$ cat config.mk
export PLATFORM = sky130hd
export DESIGN_NAME = lcn_pixel_stage
export DESIGN_NICKNAME = d
export VERILOG_FILES = /design/src/rtl/lcn_pkg.sv /design/src/rtl/lcn_pow_lut.sv /design/src/rtl/lcn_align_fifo.sv /design/src/rtl/lcn_div_pipe.sv /design/src/rtl/lcn_pixel_stage.sv
export SDC_FILE = /design/constraint.sdc
export NUM_CORES = 1
export LEC_CHECK = 0
export BUFFER_PORTS_ARGS = -buffer_cell sky130_fd_sc_hd__buf_4
export CORE_MARGIN = 2
export CORE_UTILIZATION = 45
export CTS_CLUSTER_DIAMETER = 150
export CTS_CLUSTER_SIZE = 25
export DETAILED_ROUTE_END_ITERATION = 8
export PLACE_DENSITY_LB_ADDON = 0.05
export REMOVE_ABC_BUFFERS = 1
export SYNTH_ARGS = -nofsm -noshare
export SYNTH_HDL_FRONTEND = slang
export SYNTH_HIERARCHICAL = 1
export SYNTH_SLANG_ARGS = --single-unit
$ cat constraint.sdc
create_clock -name clk_i -period 5.8 [get_ports clk_i]
set_input_delay 0.29 -clock clk_i [delete_from_list [all_inputs] [get_ports clk_i]]
set_output_delay 0.29 -clock clk_i [all_outputs]
set_load 0.02 [all_outputs]
$ cat src/rtl/lcn_pkg.sv
package lcn_pkg;

  // round(full * (m/full)^0.75) = round((m^3 * full)^(1/4)), found exactly in integers
  function automatic int unsigned pow34_round(int unsigned m, int unsigned full);
    longint unsigned y;
    longint unsigned t;
    longint unsigned k;
    y = 64'(m) * 64'(m) * 64'(m) * 64'(full) * 64'd16;
    k = 0;
    for (int b = 11; b >= 0; b--) begin
      t = k | (64'd1 << b);
      if (t * t * t * t <= y) k = t;
    end
    // k = floor(2*r), so (k+1)>>1 = round(r)
    return int'((k + 64'd1) >> 1);
  endfunction

endpackage

$ cat src/rtl/lcn_pow_lut.sv
module lcn_pow_lut #(
  parameter int PIX_W = 8
) (
  input  logic [PIX_W-1:0] mag_i,
  output logic [PIX_W-1:0] pw_o
);
  localparam int N = 2 ** PIX_W;

  logic [PIX_W-1:0] tbl [N];

  for (genvar g = 0; g < N; g++) begin : g_ent
    localparam int unsigned V = lcn_pkg::pow34_round(g, N - 1);
    assign tbl[g] = PIX_W'(V);
  end

  assign pw_o = tbl[mag_i];
endmodule

$ cat src/rtl/lcn_align_fifo.sv
module lcn_align_fifo #(
  parameter int W     = 9,
  parameter int DEPTH = 16
) (
  input  logic         clk_i,
  input  logic         rst_ni,
  input  logic         push_i,
  input  logic [W-1:0] data_i,
  input  logic         pop_i,
  output logic [W-1:0] data_o,
  output logic         full_o,
  output logic         empty_o
);
  localparam int AW = (DEPTH > 1) ? $clog2(DEPTH) : 1;
  localparam int CW = $clog2(DEPTH + 1);

  logic [W-1:0]  mem [DEPTH];
  logic [AW-1:0] wr_ptr, rd_ptr;
  logic [CW-1:0] cnt;

  function automatic logic [AW-1:0] nxt(input logic [AW-1:0] p);
    return (p == AW'(DEPTH - 1)) ? '0 : p + 1'b1;
  endfunction

  always_ff @(posedge clk_i or negedge rst_ni) begin
    if (!rst_ni) begin
      wr_ptr <= '0;
      rd_ptr <= '0;
      cnt    <= '0;
    end else begin
      if (push_i) wr_ptr <= nxt(wr_ptr);
      if (pop_i)  rd_ptr <= nxt(rd_ptr);
      case ({push_i, pop_i})
        2'b10:   cnt <= cnt + 1'b1;
        2'b01:   cnt <= cnt - 1'b1;
        default: cnt <= cnt;
      endcase
    end
  end

  always_ff @(posedge clk_i) begin
    if (push_i) mem[wr_ptr] <= data_i;
  end

  assign data_o  = mem[rd_ptr];
  assign full_o  = (cnt == CW'(DEPTH));
  assign empty_o = (cnt == '0);

  p_no_overflow_r3: assert property (@(posedge clk_i) disable iff (!rst_ni)
    push_i |-> !full_o);
  p_no_underflow_r4: assert property (@(posedge clk_i) disable iff (!rst_ni)
    pop_i |-> !empty_o);
  p_count_bound_r3: assert property (@(posedge clk_i) disable iff (!rst_ni)
    cnt <= CW'(DEPTH));
endmodule

$ cat src/rtl/lcn_div_pipe.sv
module lcn_div_pipe #(
  parameter int NW   = 16,
  parameter int DW   = 8,
  parameter int QW   = 11,
  parameter int CMIN = 50,
  parameter int CMAX = 255
) (
  input  logic          clk_i,
  input  logic          rst_ni,
  input  logic          valid_i,
  input  logic          sign_i,
  input  logic [NW-1:0] num_i,
  input  logic [DW-1:0] den_i,
  output logic          valid_o,
  output logic          sign_o,
  output logic [QW-1:0] quo_o
);
  // stage k holds the state after k quotient bits
  logic          vld [QW+1];
  logic          sgn [QW+1];
  logic [DW:0]   rem [QW+1];
  logic [DW-1:0] den [QW+1];
  logic [QW-1:0] quo [QW+1];
  logic [QW-1:0] lo  [QW];

  logic [DW:0] trial [QW];
  logic        ge    [QW];
  logic [DW:0] nrem  [QW];

  always_comb begin
    for (int k = 0; k < QW; k++) begin
      trial[k] = {rem[k][DW-1:0], lo[k][QW-1]};
      ge[k]    = trial[k] >= {1'b0, den[k]};
      nrem[k]  = ge[k] ? trial[k] - {1'b0, den[k]} : trial[k];
    end
  end

  always_ff @(posedge clk_i or negedge rst_ni) begin
    if (!rst_ni) begin
      for (int k = 0; k <= QW; k++) vld[k] <= 1'b0;
    end else begin
      vld[0] <= valid_i;
      for (int k = 0; k < QW; k++) vld[k+1] <= vld[k];
    end
  end

  always_ff @(posedge clk_i) begin
    // quotient fits QW bits, so the top of the dividend is already below den
    rem[0] <= (DW+1)'(num_i >> QW);
    lo[0]  <= num_i[QW-1:0];
    quo[0] <= '0;
    den[0] <= den_i;
    sgn[0] <= sign_i;
    for (int k = 0; k < QW; k++) begin
      rem[k+1] <= nrem[k];
      quo[k+1] <= {quo[k][QW-2:0], ge[k]};
      den[k+1] <= den[k];
      sgn[k+1] <= sgn[k];
    end
    for (int k = 0; k < QW - 1; k++) lo[k+1] <= lo[k] << 1;
  end

  assign valid_o = vld[QW];
  assign sign_o  = sgn[QW];
  assign quo_o   = quo[QW];

  for (genvar k = 0; k <= QW; k++) begin : g_chk
    p_rem_below_den_r6: assert property (@(posedge clk_i) disable iff (!rst_ni)
      vld[k] |-> rem[k] < {1'b0, den[k]});
  end

  p_den_in_range_r5: assert property (@(posedge clk_i) disable iff (!rst_ni)
    valid_i |-> (den_i >= DW'(CMIN)) && (den_i <= DW'(CMAX)));
endmodule

$ cat src/rtl/lcn_pixel_stage.sv
module lcn_pixel_stage #(
  parameter int PIX_W      = 8,
  parameter int CON_W      = 10,
  parameter int FIFO_DEPTH = 16,
  parameter int FRAC_W     = 8,
  parameter int GAIN       = 150,
  parameter int MID        = 128,
  parameter int CMIN       = 50,
  parameter int CMAX       = 255
) (
  input  logic             clk_i,
  input  logic             rst_ni,
  input  logic             in_valid_i,
  output logic             in_ready_o,
  input  logic [PIX_W-1:0] in_pix_i,
  input  logic [PIX_W-1:0] in_bg_i,
  output logic             pw_valid_o,
  output logic [PIX_W-1:0] pw_data_o,
  input  logic             ret_valid_i,
  input  logic [CON_W-1:0] ret_con_i,
  output logic             out_valid_o,
  output logic [PIX_W-1:0] out_pix_o
);
  localparam int PMAX = 2 ** PIX_W - 1;
  localparam int DW   = $clog2(CMAX + 1);
  localparam int NW   = PIX_W + FRAC_W;
  localparam int QW   = $clog2(((PMAX << FRAC_W) / CMIN) + 1);
  localparam int PW   = QW + $clog2(GAIN + 1) + 1;
  localparam int EW   = PIX_W + 1;

  logic             accept;
  logic             neg;
  logic [PIX_W-1:0] mag;
  logic [PIX_W-1:0] pw_next;
  logic             fifo_full, fifo_empty;
  logic [EW-1:0]    fifo_rd;
  logic [DW-1:0]    den;
  logic             div_valid, div_sign;
  logic [QW-1:0]    div_quo;
  logic [PW-1:0]    prod, scaled;
  logic [PIX_W-1:0] res;

  // front end: background removal and sign/magnitude split
  assign in_ready_o = !fifo_full;
  assign accept     = in_valid_i && in_ready_o;
  assign neg        = in_pix_i < in_bg_i;
  assign mag        = neg ? in_bg_i - in_pix_i : in_pix_i - in_bg_i;

  lcn_pow_lut #(.PIX_W(PIX_W)) u_lut (
    .mag_i (mag),
    .pw_o  (pw_next)
  );

  always_ff @(posedge clk_i or negedge rst_ni) begin
    if (!rst_ni) begin
      pw_valid_o <= 1'b0;
      pw_data_o  <= '0;
    end else begin
      pw_valid_o <= accept;
      if (accept) pw_data_o <= pw_next;
    end
  end

  lcn_align_fifo #(.W(EW), .DEPTH(FIFO_DEPTH)) u_fifo (
    .clk_i   (clk_i),
    .rst_ni  (rst_ni),
    .push_i  (accept),
    .data_i  ({neg, mag}),
    .pop_i   (ret_valid_i),
    .data_o  (fifo_rd),
    .full_o  (fifo_full),
    .empty_o (fifo_empty)
  );

  // returned contrast is clipped into the divisor range
  always_comb begin
    if (ret_con_i < CON_W'(CMIN))      den = DW'(CMIN);
    else if (ret_con_i > CON_W'(CMAX)) den = DW'(CMAX);
    else                               den = DW'(ret_con_i);
  end

  lcn_div_pipe #(.NW(NW), .DW(DW), .QW(QW), .CMIN(CMIN), .CMAX(CMAX)) u_div (
    .clk_i   (clk_i),
    .rst_ni  (rst_ni),
    .valid_i (ret_valid_i),
    .sign_i  (fifo_rd[EW-1]),
    .num_i   ({fifo_rd[PIX_W-1:0], {FRAC_W{1'b0}}}),
    .den_i   (den),
    .valid_o (div_valid),
    .sign_o  (div_sign),
    .quo_o   (div_quo)
  );

  // gain, round to nearest, re-centre, saturate
  always_comb begin
    prod   = PW'(div_quo) * PW'(GAIN) + PW'(2 ** (FRAC_W - 1));
    scaled = prod >> FRAC_W;
    if (div_sign)
      res = (scaled > PW'(MID)) ? '0 : PIX_W'(PW'(MID) - scaled);
    else
      res = (scaled > PW'(PMAX - MID)) ? PIX_W'(PMAX) : PIX_W'(PW'(MID) + scaled);
  end

  always_ff @(posedge clk_i or negedge rst_ni) begin
    if (!rst_ni) begin
      out_valid_o <= 1'b0;
      out_pix_o   <= '0;
    end else begin
      out_valid_o <= div_valid;
      if (div_valid) out_pix_o <= res;
    end
  end

  p_pw_after_accept_r2: assert property (@(posedge clk_i) disable iff (!rst_ni)
    accept |=> pw_valid_o);
  p_pw_only_after_accept_r2: assert property (@(posedge clk_i) disable iff (!rst_ni)
    !accept |=> !pw_valid_o);
  p_ready_falls_on_accept_r3: assert property (@(posedge clk_i) disable iff (!rst_ni)
    $fell(in_ready_o) |-> $past(accept));
  p_ret_has_entry_r4: assert property (@(posedge clk_i) disable iff (!rst_ni)
    ret_valid_i |-> !fifo_empty);
  p_out_after_div_r8: assert property (@(posedge clk_i) disable iff (!rst_ni)
    div_valid |=> out_valid_o);
endmodule

* Word level (Yosys, flattened, before mapping)
Memories as Yosys holds them, arrays and structs flattened. A register that Yosys moved wholly into a read port is not among the register bits. Cells that the tools add are included.
Word-level totals: logic and storage cells 94, output and inout port bits 19, bits in latches 0, memories kept 7, memory bits (writable) 602, input port bits 30, bits in registers 35, memory bits (read-only) 2048
Operators by class: mux-type cells 22, shift-type cells 0, div/mod/pow operators 0, bitwise operators 1, reductions and logical operators 4, multipliers 1, eq/ne operators 5, $add $sub $neg 20, order comparisons 16
Memory list:
- (no name shown) | depth 256, width 8, read ports 1, clocked after Yosys merged registers in 1, wr ports 0, RTL line lcn_pow_lut.sv:16 | assign pw_o = tbl[mag_i];
- u_fifo.mem | depth 16, width 9, read ports 1, clocked after Yosys merged registers in 0, wr ports 1, RTL line lcn_align_fifo.sv:17 | logic [W-1:0] mem [DEPTH];
- u_div.quo | depth 12, width 11, read ports 12, clocked after Yosys merged registers in 0, wr ports 12, RTL line lcn_div_pipe.sv:23 | logic [QW-1:0] quo [QW+1];
- u_div.lo | depth 11, width 10, read ports 11, clocked after Yosys merged registers in 0, wr ports 11, RTL line lcn_div_pipe.sv:24 | logic [QW-1:0] lo [QW];
- u_div.rem | depth 12, width 9, read ports 11, clocked after Yosys merged registers in 0, wr ports 12, RTL line lcn_div_pipe.sv:21 | logic [DW:0] rem [QW+1];
- u_div.den | depth 12, width 8, read ports 11, clocked after Yosys merged registers in 0, wr ports 12, RTL line lcn_div_pipe.sv:22 | logic [DW-1:0] den [QW+1];
- 1 more memories
Operator list (number):
- 9-bit by 8-bit >= comparator with 1-bit output | 11
- 9-bit two-way mux | 11
- 9-bit by 8-bit subtractor with 9-bit output | 11
- 8-bit two-way mux | 6
- 19-bit by 8-bit adder with 20-bit output (second input constant) | 1
- 11-bit by 7-bit multiplier with 18-bit output (second input constant) | 1
- 8-bit subtractor | 2
- 12-bit by 7-bit greater-than comparator with 1-bit output (second input constant) | 1
- 12-bit by 8-bit greater-than comparator with 1-bit output (second input constant) | 1
- 10-bit by 8-bit greater-than comparator with 1-bit output (second input constant) | 1
- 10-bit by 6-bit less-than comparator with 1-bit output (second input constant) | 1
- 5-bit one-hot mux with 2 select lines | 1
- 8-bit NOT with 9-bit output | 1
- 4-bit by 1-bit adder with 4-bit output (second input constant) | 2
- 8-bit adder (first input constant) | 1
- 4-bit equality test (second input constant) | 2
- 8-bit less-than comparator | 1
- 4-bit two-way mux | 2
- 8-bit subtractor (first input constant) | 1
- 5-bit by 1-bit adder with 5-bit output (second input constant) | 1
- 5-bit equality test (second input constant) | 1
- 5-bit by 1-bit subtractor with 5-bit output (second input constant) | 1
- 2-bit by 1-bit equality test with 1-bit output (second input constant) | 1
- 2-bit equality test (second input constant) | 1
- 4 further kinds | 6

* Longest topological paths before layout
Gate-level depths: netlist of run 1. An unclocked memory read counts as a cell.
depth after elaboration 6, depth in mapped cells 21, mapped depth without buffers 19

* Modules after synthesis
The synthesis of run 1 kept the hierarchy.
Modules (own cells, without submodules):
- lcn_div_pipe | instances 1, cells an instance 1013, area an instance 11986.5 um^2
- lcn_align_fifo | instances 1, cells an instance 325, area an instance 6273.5 um^2
- lcn_pixel_stage | instances 1, cells an instance 389, area an instance 3428.3 um^2
- lcn_pow_lut | instances 1, cells an instance 283, area an instance 1911.8 um^2

* Worst setup path before layout of run 1
Ideal clock, no wire load.
kind in2reg, start point in in_pix_i[2], end point reg pw_data_o[0], arrival time 5.427 ns, cell stages on the path 18, slack 0.308 ns, cell sequence inv_1 ha_1 nor2b_1 o21ai_0 a21oi_1 o21a_1 o211a_1 nor2_1 mux2i_1 clkbuf_1 inv_1 ha_1 clkbuf_1 o21ai_0 mux4_2 o2111a_1 a211oi_1 mux2_2
On the way: cells in the longest elaborated chain, start to end 3
RTL lines:
- start, declared | RTL line lcn_pixel_stage.sv:15 | input logic [PIX_W-1:0] in_pix_i,
- 8-bit less-than comparator | RTL line lcn_pixel_stage.sv:46 | assign neg = in_pix_i < in_bg_i;
- named net neg | RTL line lcn_pixel_stage.sv:32 | logic neg;
- 8-bit two-way mux | RTL line lcn_pixel_stage.sv:47 | assign mag = neg ? in_bg_i - in_pix_i : in_pix_i - in_bg_i;
- named net mag[1] | RTL line lcn_pixel_stage.sv:33 | logic [PIX_W-1:0] mag;
- 8-bit NOT with 9-bit output (implied by the code) | RTL line lcn_pow_lut.sv:16
- end, declared | RTL line lcn_pixel_stage.sv:18 | output logic [PIX_W-1:0] pw_data_o,
The timed path passes the listed nets, and every way through them passes these cells. A chain may end at the register's enable or synchronous reset.

==> impl_results.md, run 1 <==
- Drt drc: 0
- Post-Place Cells: 2680
- Initial Util: 0.457
- Total track usage: 0.178
- CTS H-tree lvls: 1
- Worst relative slew slack: 0.266
- Final worst path period share: 0.932
- Number of core rows: 83
- ANT nets after route: 0
- CP Class: flop to flop
- Die width: around 230 um
- Slew at the pin closest to its max-slew limit: 1100 ps
- Highest Clock Rate: 185 MHz
- Worst-path clk slew: roughly 100 ps
- Worst hold stages: 4
- DRT Pass-1 Iters: 6
- WP data required: around 6300 ps
- Number of global-route vias before repair: roughly 15000
- DIE HEIGHT: 233 um
- Routed wire length per instance: between 15 and 20 um
- WP data arrival: just under 6000 ps
- Hold crit path type: input pin to flop
- R2r endpoint: out_pix_o[4]
- Mapped Area: between 0.02 and 0.025 sq mm
- Vias per cell: ~5.5
- Gpl congestion: roughly 0.85
- # IOs: 49
- First-pass GRT wire length: just under 80 mm
- Critical path origin: u_div/quo[2][38]
- Detail Placement HPWL: about 35 mm
- CP endpoint kind: flop
- Layout cells sized above 1: 0.132
- YS warnings: 6
- RSZ-0062 raised after global routing: false
- Fin. Hold Viols: 0
- Outcome: finished clean
- Clk root buf: clkbuf_16
- # setup viols final: 0
- Count of final max-slew check failures: 0
- Clk_lat worst skew: 580 ps
- Area delta synth->final: 7.92%
- Final net count: 2264
- Clock sinks: ~500
- Clk buf depth: 3
- R2R Setup Slk: between 300 and 400 ps
- Antenna violations before repair: 0
- DR vias: between 10000 and 15000
- Total Wirelength: roughly 48 mm
- Detailed Route Iter0 Violations: around 900
- Avg Inst Size Synth: around 12 sq um
- Worst r2r src: u_div/quo[2][38]
- Max_cap viols: 0
- CP endpoint: out_pix_o[4]
- I/O Buffers: between 40 and 50
- Core footprint: just over 0.05 sq mm
- Largest net degree at the start of global routing: 50
- Fin crit period: ~5400 ps
- CP Max Fanout: 11
- Depth of the most critical reg-to-reg path: 19
- CTS tree: yes
- Worst clock skew: roughly 31 ps
- Die area: 0.0543 sq mm
- Cts bufs inserted: 24
- Post-Syn Instances: about 2000
- Layout Cells excl Fill: 2735
- Worst setup SP type: flop
- GRT overflow: 0
- Ant. Diodes: 0
## repair_timing
item,4_1_cts,5_1_grt
hold buffers,15,0
endpoints found under the hold margin,53,0
buffers inserted,0,0
setup endpoints to repair,0,1
resized for setup,0,1
## worst max-delay path: stages (launching register included)
cell and delay [ps]:
dfxtp_1 440, ha_1 270, ha_1 280, ha_1 280
inv_1 50, fa_1 490, inv_1 40, ha_1 440
a21oi_2 290, nand2_1 100, xor2_1 150, ha_1 260
nand4_1 130, a21o_1 210, a311oi_4 440, xnor2_1 290
o211ai_1 240, o211ai_2 420, a31oi_1 170, o41ai_2 330
## worst min-delay path by stage
stage,to,startpoint
3_3_place_gp,u_div/lo[7][10],u_div/lo[6][9]
6_report,u_div/den[0][5],ret_con_i[8]
3_5_place_dp,u_div/lo[3][7],u_div/lo[2][6]
4_1_cts,u_div/den[0][5],ret_con_i[8]
2_1_floorplan,out_pix_o[0],rst_ni
5_1_grt,u_div/den[0][5],ret_con_i[8]
## cell type report
| cell class | count | area (sq um) |
|---|---|---|
| Clock inverter | 1 | 30.0 |
| Timing Repair Buffer | 85 | 688 |
| Tap cell | 680 | 851 |
| Fill cell | 4589 | 26200 |
| Inverter | 189 | 709 |
| Sequential cell | 504 | 11700 |
| Multi-Input combinational cell | 1237 | 10800 |
| Clock buffer | 39 | 678 |
## placed cells by master, fill, tap and decap left out, types with 15 or more instances in the layout
cell / count
a211oi_1: 22
a21o_1: 32
a21oi_1: 61
a31oi_1: 18
and3_1: 20
buf_4: 69
clkbuf_16: 25
dfrtp_1: 42
dfxtp_1: 317
dlygate4sd3_1: 15
edfxtp_1: 144
fa_1: 24
ha_1: 169
inv_1: 184
mux2_2: 34
mux2_4: 30
mux2i_1: 31
mux4_2: 42
nand2_1: 71
nand2b_1: 41
nand3_1: 32
nor2_1: 92
nor2b_1: 25
nor3_1: 44
o211ai_1: 17
o21a_1: 19
o21ai_0: 65
o22ai_1: 21
xnor2_1: 34
## layer usage
metal,global-route usage,part of all wire
met5,0,0
met2,0.325,0.51
met4,0.0406,0.017
met3,0.0180,0.032
met1,0.227,0.44
## stage by stage
step	util	hold slack, ps	setup TNS (ps)	area (sq um)	setup WS (ps)
floorplan	-	-5.59	-12260	23100	-1520
global placement	0.476	310	0	24600	474
detailed placement	0.476	312	0	24600	365
CTS	0.493	17.5	0	25500	325
global route	0.493	81.9	0	25500	38.5
finish	0.493	73.2	0	25500	397
## flip-flops by register name, indices dropped and copies added, names as in the netlist
register       cells
out_pix_o          8
out_valid_o        1
pw_data_o          8
pw_valid_o         1
u_div/den         88
u_div/lo          66
u_div/quo         66
u_div/rem         85
u_div/sgn         12
u_div/valid_o      1
u_div/vld         11
u_fifo/cnt         5
u_fifo/mem       144
u_fifo/rd_ptr      4
u_fifo/wr_ptr      4
Power of run 1 is not shown: default switching activity piles up to over one toggle a cycle in this logic, so the estimate is an artifact.
==> inputs of run 2 (changes only) <==
--- a/config.mk
+++ b/config.mk
@@ -6,11 +6,11 @@
 export NUM_CORES = 1
 export LEC_CHECK = 0
 export BUFFER_PORTS_ARGS = -buffer_cell sky130_fd_sc_hd__buf_4
-export CORE_MARGIN = 2
 export CORE_UTILIZATION = 45
 export CTS_CLUSTER_DIAMETER = 150
 export CTS_CLUSTER_SIZE = 25
 export DETAILED_ROUTE_END_ITERATION = 8
+export MAX_ROUTING_LAYER = met4
 export PLACE_DENSITY_LB_ADDON = 0.05
 export REMOVE_ABC_BUFFERS = 1
 export SYNTH_ARGS = -nofsm -noshare
==> run 2 against run 1 <==
  * Critical path depth did not move
  * First-iteration DRC count fell by 6.9%
  * Core utilization rose by 0.061 points
  * Worst hold slack improved by 18 ps
  * Critical path type unchanged
==> impl_results.md, run 2 (synthesized netlist as in run 1, its figures left out) <==
- Outcome: finished clean
- Gpl congestion: 0.873 (+2.8%)
- Count of final max-slew check failures: 0 (unchanged)
- Cell Chain, Critical Path: ha_1, ha_1, ha_1, inv_1, fa_1, inv_1, ha_1, a21oi_2, nand2_1, xor2_1, ha_1, nand4_1, a21o_1, a311oi_4, xnor2_1, o211ai_1, o211ai_4, a31oi_1, o41ai_2
- Critical path's slowest cell: fa_1
- Number of core rows: 83 (unchanged)
- DRT Pass-1 Iters: 5 (-1)
- CP endpoint kind: flop
- GRT overflow: 0 (unchanged)
- Largest stage delay, worst path: 500 ps (about the same)
- Finished layout cell area: 0.0254 sq mm (about the same)
- Met1 Use GR: 0.220 (-0.00677)
- Drt drc: 0 (unchanged)
- Detail Placement HPWL: 34.5 mm (-0.42%)
- Clk_lat worst skew: 580 ps (about the same)
- Antenna violations before repair: 0 (unchanged)
- Cts bufs inserted: 24 (unchanged)
- Max_cap viols: 0 (unchanged)
- ANT nets after route: 0 (unchanged)
- Regs by FF count: u_fifo/mem x144, u_div/den x88, u_div/rem x85
- Leading cell type in the layout, fill and taps excluded: dfxtp_1
- Hold crit path type: input pin to flop
- Fin crit period: 5410 ps (+9.92 ps)
- Total Wirelength: 47.7 mm (-0.66%)
- WP data required: 6260 ps (-20 ps)
- Largest net degree at the start of global routing: 76 (+52%)
- Worst clock skew: 55.9 ps (+25.3 ps)
- CP Buf/Inv Count: 2 (unchanged)
- First-pass GRT wire length: 77.4 mm (-0.37%)
- CP top delay family: compound AO/OA/AOI/OAI gates
- CTS H-tree lvls: 1 (unchanged)
- # IOs: 49 (unchanged)
- Highest Clock Rate: 185 MHz (-0.18%)
- R2r endpoint: out_pix_o[4]
- Depth of the most critical reg-to-reg path: 19 (unchanged)
- Vias per cell: 5.49 (+0.52%)
- Ant. Diodes: 0 (unchanged)
- R2R Setup Slk: 390 ps (about the same)
- CTS tree: yes
- Worst-path clk slew: 100 ps (about the same)
- CP endpoint: out_pix_o[4]
- Die area: 0.0533 sq mm (-1.7%)
- DIE HEIGHT: 231 um (-0.86%)
- Die width: 231 um (-0.86%)
- Layout cells sized above 1: 0.132 (about the same)
- Worst relative slew slack: 0.238 (-0.0275)
- RSZ-0062 raised after global routing: false
- Final net count: 2263 (-0.044%)
- Total track usage: 0.184 (+0.00533)
- Biggest register: u_fifo/mem
- WP data arrival: 5870 ps (about the same)
- I/O Buffers: 48 (unchanged)
- Top cell by count, worst path: ha_1
- Gr busiest metal: met2
- Core footprint: 0.0515 sq mm (-0.20%)
- Routed wire length per instance: 17.4 um (-0.59%)
- Met3 global-route usage: 0.0203 (+0.00224)
- Largest register FFs: 144 (unchanged)
- Postcts setup bufs: 0 (unchanged)
- Clock sinks: 504 (unchanged)
- Critical path origin: u_div/quo[2][38]
- CP Max Fanout: 11 (unchanged)
- Clk buf depth: 3 (unchanged)
- Final worst path period share: 0.933 (+0.00171)
- Post-layout util: 0.494 (+0.000606)
- DP Area: 0.0246 sq mm (about the same)
- Met2 usage: 0.330 (+0.00537)
- Clk root buf: clkbuf_16
- Min-Delay Startpoint: ret_con_i[8]
- Worst setup SP type: flop
- # setup viols final: 0 (unchanged)
- Slew at the pin closest to its max-slew limit: 1140 ps (+41.1 ps)
- Commonest non-fill, non-tap cells in the layout: 317 x dfxtp_1, 184 x inv_1, 169 x ha_1
- CP Class: flop to flop
- Number of global-route vias before repair: 14900 (+0.44%)
- Fin. Hold Viols: 0 (unchanged)
- Crit path depth: 19 (unchanged)
- Worst r2r src: u_div/quo[2][38]
- Hold slack: 91.4 ps (+18.2 ps)
- Area delta synth->final: 7.84% (about the same)
- Detailed Route Iter0 Violations: 863 (-6.9%)
- DR vias: 15000 (+0.44%)
- Initial Util: 0.458 (+0.000922)
## run 2: cell types whose count changed in the layout (fill, tap and decap cells not counted), sizes merged
cell,before,now
inv,187,188
buf,70,69
clkbuf,39,37
## run 2: area by class of cell
class / instances / area [sq um]
fillers: 4694 / 26100
flip-flops and latches: 504 / 11700
multi-input cells: 1237 / 10800
well taps: 680 / 851
inverters: 189 / 709
repair buffers: 84 / 681
clock buffers: 37 / 671
clock inverters: 2 / 25.0
## run 2: repair_timing
action	4_1_cts	5_1_grt
hold buffers	15	0
setup endpoints to repair	0	2
endpoints found under the hold margin	54	0
gates resized for setup	0	2
## run 2: through the flow
step	TNS, ps	std cells	setup WS [ps]
floorplan	-12260	1930	-1520
global placement	0	2679	466
detailed placement	0	2679	310
CTS	0	2733	256
global route	0	2733	25.8
finish	0	2733	387
## run 2: worst min-delay path by stage
stage,end,slack [ps],depth (start not counted)
2_1_floorplan,out_pix_o[0],-6,0
6_report,u_div/den[0][5],90,4
4_1_cts,u_div/den[0][5],50,4
3_5_place_dp,u_div/quo[1][26],310,0
3_3_place_gp,u_div/lo[4][4],310,0
5_1_grt,u_div/den[0][1],100,4
## run 2: layer usage
| metal | part of all wire | up-vias |
|---|---|---|
| li1 | - | 7327 |
| met1 | 0.44 | 7336 |
| met2 | 0.51 | 282 |
| met3 | 0.031 | 58 |
| met4 | 0.018 | 0 |
| met5 | 0 | - |
## run 2: worst register-to-register path, stage by stage (launching register included)
cell and delay (ps):
dfxtp_1 430, ha_1 270, ha_1 270, ha_1 270, inv_1 50, fa_1 500, inv_1 40, ha_1 450
a21oi_2 300, nand2_1 100, xor2_1 150, ha_1 250, nand4_1 120, a21o_1 210, a311oi_4 470, xnor2_1 310
o211ai_1 300, o211ai_4 350, a31oi_1 150, o41ai_2 330
Power of run 2 is left out for the same reason.
